===== src/rtl/wp_pair_match.sv =====
module wp_pair_match #(
  parameter int AW = 32,
  parameter int DW = 32
) (
  input  logic                          clk,
  input  logic                          rst_n,
  input  logic                          cfg_we,
  input  logic                          cfg_unit,
  input  logic [2:0]                    cfg_sel,
  input  logic [((AW>DW)?AW:DW)-1:0]    cfg_wdata,
  input  logic                          acc_valid,
  input  logic [AW-1:0]                 acc_addr,
  input  logic [DW-1:0]                 acc_data,
  input  logic                          acc_write,
  input  logic [1:0]                    acc_size,
  input  logic                          acc_is_data,
  input  logic                          acc_priv,
  input  logic                          acc_ext,
  input  logic                          seq_clear,
  output logic                          hit
);
  localparam int NU     = 2;
  localparam int FW     = 6;
  localparam int CVW    = 9;
  localparam int CMW    = 8;
  localparam int EN_B   = 8;
  localparam int CHN_B  = 6;
  localparam int RNG_B  = 7;

  logic [AW-1:0]  av_q [NU];
  logic [AW-1:0]  am_q [NU];
  logic [DW-1:0]  dv_q [NU];
  logic [DW-1:0]  dm_q [NU];
  logic [CVW-1:0] cv_q [NU];
  logic [CMW-1:0] cm_q [NU];

  logic [FW-1:0] acc_ctl;
  logic [NU-1:0] cmp, mt;
  logic          armed_q;
  logic          chain1, range1, qual, hit1, hit_d;

  always_ff @(posedge clk or negedge rst_n) begin
    if (!rst_n) begin
      for (int u = 0; u < NU; u++) begin
        av_q[u] <= '0;
        am_q[u] <= '0;
        dv_q[u] <= '0;
        dm_q[u] <= '0;
        cv_q[u] <= '0;
        cm_q[u] <= '0;
      end
    end else if (cfg_we) begin
      case (cfg_sel)
        3'd0: av_q[cfg_unit] <= cfg_wdata[AW-1:0];
        3'd1: am_q[cfg_unit] <= cfg_wdata[AW-1:0];
        3'd2: dv_q[cfg_unit] <= cfg_wdata[DW-1:0];
        3'd3: dm_q[cfg_unit] <= cfg_wdata[DW-1:0];
        3'd4: cv_q[cfg_unit] <= cfg_wdata[CVW-1:0];
        3'd5: cm_q[cfg_unit] <= cfg_wdata[CMW-1:0];
        default: ;
      endcase
    end
  end

  assign acc_ctl = {acc_ext, acc_priv, acc_is_data, acc_size, acc_write};

  for (genvar u = 0; u < NU; u++) begin : g_unit
    logic a_ok, d_ok, c_ok;
    assign a_ok   = ~|((acc_addr ^ av_q[u]) & ~am_q[u]);
    assign d_ok   = ~|((acc_data ^ dv_q[u]) & ~dm_q[u]);
    assign c_ok   = ~|((acc_ctl ^ cv_q[u][FW-1:0]) & ~cm_q[u][FW-1:0]);
    assign cmp[u] = a_ok & d_ok & c_ok;
    assign mt[u]  = cv_q[u][EN_B] & cmp[u];
  end

  assign chain1 = cv_q[1][CHN_B];
  assign range1 = cv_q[1][RNG_B];
  assign qual   = chain1 | range1;
  assign hit1   = mt[1] & (~chain1 | armed_q) & (~range1 | cmp[0]);
  assign hit_d  = acc_valid & ((mt[0] & ~qual) | hit1);

  always_ff @(posedge clk or negedge rst_n) begin
    if (!rst_n)                  armed_q <= 1'b0;
    else if (seq_clear)          armed_q <= 1'b0;
    else if (acc_valid && mt[0]) armed_q <= 1'b1;
  end

  always_ff @(posedge clk or negedge rst_n) begin
    if (!rst_n) hit <= 1'b0;
    else        hit <= hit_d;
  end


  invalid_no_hit_chk: assert property (@(posedge clk) disable iff (!rst_n)
    !acc_valid |=> !hit);


  disabled_no_hit_chk: assert property (@(posedge clk) disable iff (!rst_n)
    (!cv_q[0][EN_B] && !cv_q[1][EN_B]) |=> !hit);


  clear_disarms_chk: assert property (@(posedge clk) disable iff (!rst_n)
    seq_clear |=> !armed_q);


  arm_after_access_chk: assert property (@(posedge clk) disable iff (!rst_n)
    $rose(armed_q) |-> ($past(acc_valid) && !$past(seq_clear)));
endmodule


===== config.mk =====
export PLATFORM = sky130hd
export DESIGN_NAME = wp_pair_match
export DESIGN_NICKNAME = d
export VERILOG_FILES = /design/src/rtl/wp_pair_match.sv
export SDC_FILE = /design/constraint.sdc
export NUM_CORES = 1
export LEC_CHECK = 0
export CAP_MARGIN = 20
export CORE_MARGIN = 3
export CORE_UTILIZATION = 58
export DETAILED_ROUTE_END_ITERATION = 7
export PLACE_DENSITY = 0.78
export SLEW_MARGIN = 40
export SYNTH_ARGS = -nofsm -noshare
export SYNTH_HDL_FRONTEND = slang
export SYNTH_SLANG_ARGS = --single-unit

===== constraint.sdc =====
create_clock -name clk -period 1.74 [get_ports clk]
set_input_delay 0.348 -clock clk [delete_from_list [all_inputs] [get_ports clk]]
set_output_delay 0.348 -clock clk [all_outputs]
set_load 0.01 [all_outputs]

# Word level (Yosys, flattened, before mapping)
# Index checks and enable logic that the tools add are counted.
# totals
reg_bits	292
input_bits	111
out_inout_bits	1
elab_cells	93
# op_classes
n_lt_le_gt_ge	2
eq_ne	5
n_mux	14
n_bitwise	36
n_reduce_logical	22
# op_table
op	n
bitwise mux 64 bit	4
bitwise AND 32 bit	4
NOT 32 bit	4
OR reduction 32 bit	4
XOR 32 bit	4
demux 32 bit (select 1 bit)	1
2-to-1 mux 32 bit	1
bitwise mux 18 bit	1
bitwise mux 16 bit	1
bitwise AND 6 bit	2
NOT 6 bit	2
AND reduction 2 bit	6
OR reduction 6 bit	2
XOR 6 bit	2
bitwise AND 1 bit	10
demux 9 bit (select 1 bit)	1
2-to-1 mux 9 bit	1
demux 8 bit (select 1 bit)	1
2-to-1 mux 8 bit	1
== test 3 x 2 -> 1 bit (second input constant)	2
== test 3 bit (second input constant)	2
zero test 1 bit	6
bitwise OR 1 bit	4
== test 3 x 1 -> 1 bit (second input constant)	1
8 further kinds	12

# Depth between registers and ports, before layout
# depth
depth_word	11
mapped_depth	7

# Worst setup path before layout
# OpenSTA, ideal clock, no wires.
# synth_path
path_type	input to register
start	in cfg_sel[1]
end	reg cv_q, in the netlist chain1
setup_time_ns	0.125
t_arrival_ns	1.487
required_time_ns	1.615
slack_ns	0.128
path_stages	4
path_cell_list	clkbuf_2 nand2b_4 nor3_2 mux2_2
# synth_via
elab_chain_cells	2
# synth_lines
item	line_no	text
start: declaration	9	input logic [2:0] cfg_sel,
== test 3 bit	53	case (cfg_sel)
AND reduction 2 bit (no line)	n/a	
end signal: indexed assignment	58	3'd4: cv_q[cfg_unit] <= cfg_wdata[CVW-1:0];
end: declaration	34	logic [CVW-1:0] cv_q [NU];
# Every way passes these cells.
# A chain may end at the register's enable or synchronous reset.

# Worst setup path in the final report
# layout_path
start	reg dv_q[19] (netlist name)
end	reg hit
# layout_via
elab_chain_cells	11
# layout_lines
item	line_no	text
start: declaration	32	logic [DW-1:0] dv_q [NU];
start signal: indexed assignment	56	3'd2: dv_q[cfg_unit] <= cfg_wdata[DW-1:0];
XOR 32 bit	70	assign d_ok = ~|((acc_data ^ dv_q[u]) & ~dm_q[u]);
bitwise AND 32 bit	70	
OR reduction 32 bit	70	
zero test 1 bit	70	
bitwise AND 1 bit (2 in a row)	72	assign cmp[u] = a_ok & d_ok & c_ok;
bitwise AND 1 bit	73	assign mt[u] = cv_q[u][EN_B] & cmp[u];
bitwise AND 1 bit (2 in a row)	79	assign hit1 = mt[1] & (~chain1 | armed_q) & (~range1 | cmp[0]);
bitwise OR 1 bit	80	assign hit_d = acc_valid & ((mt[0] & ~qual) | hit1);
bitwise AND 1 bit	80	
named net hit_d	40	logic chain1, range1, qual, hit1, hit_d;
end signal: assignment	90	else hit <= hit_d;
end: declaration	20	output logic hit
# The timed path passes the listed nets, and every way through them passes these cells.

==> flow_summary_export.csv <==
group,metric,value,unit
placed_design,dp.cells,1313,
floorplanning,initial_utilization,0.598,
sta,maxSlewHeadroom,0.631,
sta,fmax,566,MHz
job,cap_violations,0,
routing,drt-total-wl,32000,um
global_route,grt_usage,0.272,
routing,highest_layer,"met4",
clock_tree,h-tree-depth,1,
floorplanning,ios,112,
floorplanning,dieArea,0.0238,mm^2
worst_setup_path,critPathArrivalTime,2.25,ns
routing,drc_errors,0,
synthesis,synth-seq-cells,286,
min_path,hold_path.class,"in2async",
worst_setup_path,critPathBufInv,1,
global_route,grt_max_degree,55,
synthesis,syn-mean-instance-area,14.5,um^2
routing,dr_wl_met3,1970,um
global_route,grt_pass1_vias,8453,
worst_setup_path,cpMaxStageDelayCell,"dfrtp_1",
synthesis,syn_area,0.0127,mm^2
worst_setup_path,cpPeakStageDelay,0.39,ns
sta,finalSetupViolCount,2,
sta,fin_crit_sh,1.01,
sta,hold_viol,0,
floorplanning,chipHeight,154,um
synthesis,synthAdderAreaFrac,0,
synthesis,synth_top_family_by_area,"multiplexers",
sta,fin_skew,0.00738,ns
placed_design,numPortBuffers,111,
cells_and_area,areaGrowthSynthToFinish,25.6,%
floorplanning,fp-row-count,53,
sta,drv_slew,0,
worst_setup_path,critPathKind,"reg2reg",
worst_setup_path,rrSetupSlack,-0.03,ns
synthesis,synthSimpleGateAreaFrac,0.0265,
pwr,switching_share,0.266,
global_route,overflow,0,
routing,drt_iter0_markers,434,
clock_tree,cts_made_buffers,30,
outcome,violations,"setup timing",
routing,drt-met1-wl,14000,um
clock_tree,ctsRootBufferMaster,"clkbuf_16",
global_route,grt_pass1_wl,49800,um
synthesis,yosysUniqueCellTypes,36,
clock_tree,cts_tree,"built",
synthesis,synth_nets,988,
pwr,powerDensity,1260,mW/mm^2
placed_design,place_ws,-0.719,ns
worst_setup_path,cp-end-kind,"register",
sta,finalHoldWorstSlack,0.312,ns
outcome,status,"finished with violations",
pwr,p_int,14.8,mW
floorplanning,chipWidth,154,um
synthesis,synthMuxAreaShare,0.259,
cells_and_area,layout_commonest_cell,"dfrtp_1",
worst_setup_path,startpoint_type,"register",
floorplanning,core,0.0213,mm^2
cells_and_area,fin_cells,1371,
global_route,antenna_found_initial,0,
sta,worst_pin_slew,0.551,ns
sta,layout_min_cycle_time,1.77,ns
routing,first_pass_iters,4,
cells_and_area,layout-drive-gt1-share,0.410,
cells_and_area,final_cell_mix,"dfrtp_1, mux2_2, xnor2_1, clkdlybuf4s50_1, buf_4",
pwr,peakVddDrop,0.792,mV
pwr,combinationalPowerShare,0.217,
clock_tree,insertion_delay,0.54,ns
synthesis,yosys.area.top_type,"dfrtp_1",
pwr,p_leak,6.85,nW
worst_setup_path,cp.required,2.22,ns
synthesis,synth.area.top_cells,"dfrtp_1, mux2_2, xnor2_1",
worst_setup_path,crit_chain,"xnor2_1 > buf_4 > o22ai_1 > nor2_1 > nand4_1 > nor4_1 > o211ai_1 > nand2_1",
synthesis,yosys_warnings,0,
routing,met2WireLength,15200,um
pwr,clkPwrFrac,0.327,
routing,vias,7977,
placed_design,place_congestion,0.828,
synthesis,yosysSeqAreaShare,0.562,
sta,worst_slack,-0.0260,ns
synthesis,synth_top_area_share,0.562,
synthesis,syn_inst,877,
pwr,power,20.2,mW
pwr,switchingPower,5.36,mW
pwr,pwr-share-seq,0.456,
placed_design,dpl.hpwl,22400,um
worst_setup_path,crit_fanout,2,
clock_tree,cts_buffer_depth,3,
clock_tree,clock-sinks,286,
routing,final_antenna_net_count,0,
cells_and_area,nets,1184,
sta,rsz0062_at_grt,"true",
synthesis,synth_xor_area_frac,0.0964,
clock_tree,clkTransAtPathRegs,0.06,ns
cells_and_area,diodes,0,
worst_setup_path,cpLargestDelayFamily,"simple AND/OR/NAND/NOR gates",
synthesis,synth-compound-area-share,0.0365,
routing,vias_per_cell,5.82,
routing,drt-wirelength-per-cell,23.4,um
==> state kept, by name, indices dropped and copies added (netlist names) <==
name,flops
am_q,64
av_q,64
dm_q,64
dv_q,64
cv_q,15
cm_q,12
armed_q,1
chain1,1
hit,1
==> power groups by stage <==
stage / clock, mW / sequential, mW / combinational (mW)
finish: 6.60 / 9.19 / 4.38
global route: 6.98 / 9.37 / 4.69
CTS: 6.70 / 9.16 / 4.32
detailed placement: 0 / 9.24 / 4.23
global placement: 0 / 9.15 / 4.13
floorplan: 0 / 8.98 / 2.76
==> layer usage <==
layer / track usage / up-vias
met5: 0 / -
met4: 0.0719 / 0
met2: 0.432 / 238
met1: 0.396 / 4138
li1: - / 3548
met3: 0.0425 / 53
==> cell usage after synthesis (all sizes together) <==
cell	instances
clkbuf	9
dfrtp	286
a31oi	1
o221ai	1
o22ai	67
o211ai	1
nand4	4
or3	1
mux2	283
o2111ai	1
nand3b	2
buf	27
nand3	3
o22a	1
inv	1
and3	1
nor3	5
xnor2	140
nand2	7
nor3b	2
nor2b	1
nor2	16
o21ai	1
nor4	13
nand2b	3
==> repair_timing <==
action,CTS,global route
pin swaps,5,7
hold buffers,1,0
hold endpoints to repair,47,0
setup buffers,0,2
setup endpoints to repair,3,2
gates resized for setup,8,10
==> metrics by stage <==
step,area (um^2),setup TNS [ns],utilization
2_1_floorplan,12700,0,-
3_3_place_gp,14800,-80.68,0.696
3_5_place_dp,14800,-85.75,0.696
4_1_cts,15900,0,0.747
5_1_grt,16000,-0.480,0.751
6_report,16000,-0.0354,0.751
==> area by class of cell <==
cell class	instances	area, um^2
inverter	1	3.75
timing repair buffer	200	1970
tap	275	344
clock buffer	41	863
clock inverter	14	175
multi-input combinational	554	5470
sequential	286	7160
fill	1327	5300
==> final timing paths <==
check                          start  endpoint  cells past startpoint
hold reg to reg              armed_q   armed_q                      2
setup / recovery            dv_q[19]       hit                      8
setup reg to reg            dv_q[19]       hit                      8
hold / removal                 rst_n  av_q[12]                      2
min in group clk           seq_clear   armed_q                      2
max in group asynchronous      rst_n  dm_q[48]                      3
==> cells by family after synthesis <==
family | count (synthesis)
buf+inv | 37
xor+xnor | 140
compound gates | 73
flops | 286
simple gates | 58
mux | 283
Note: power is estimated with default switching activity, not from simulation.
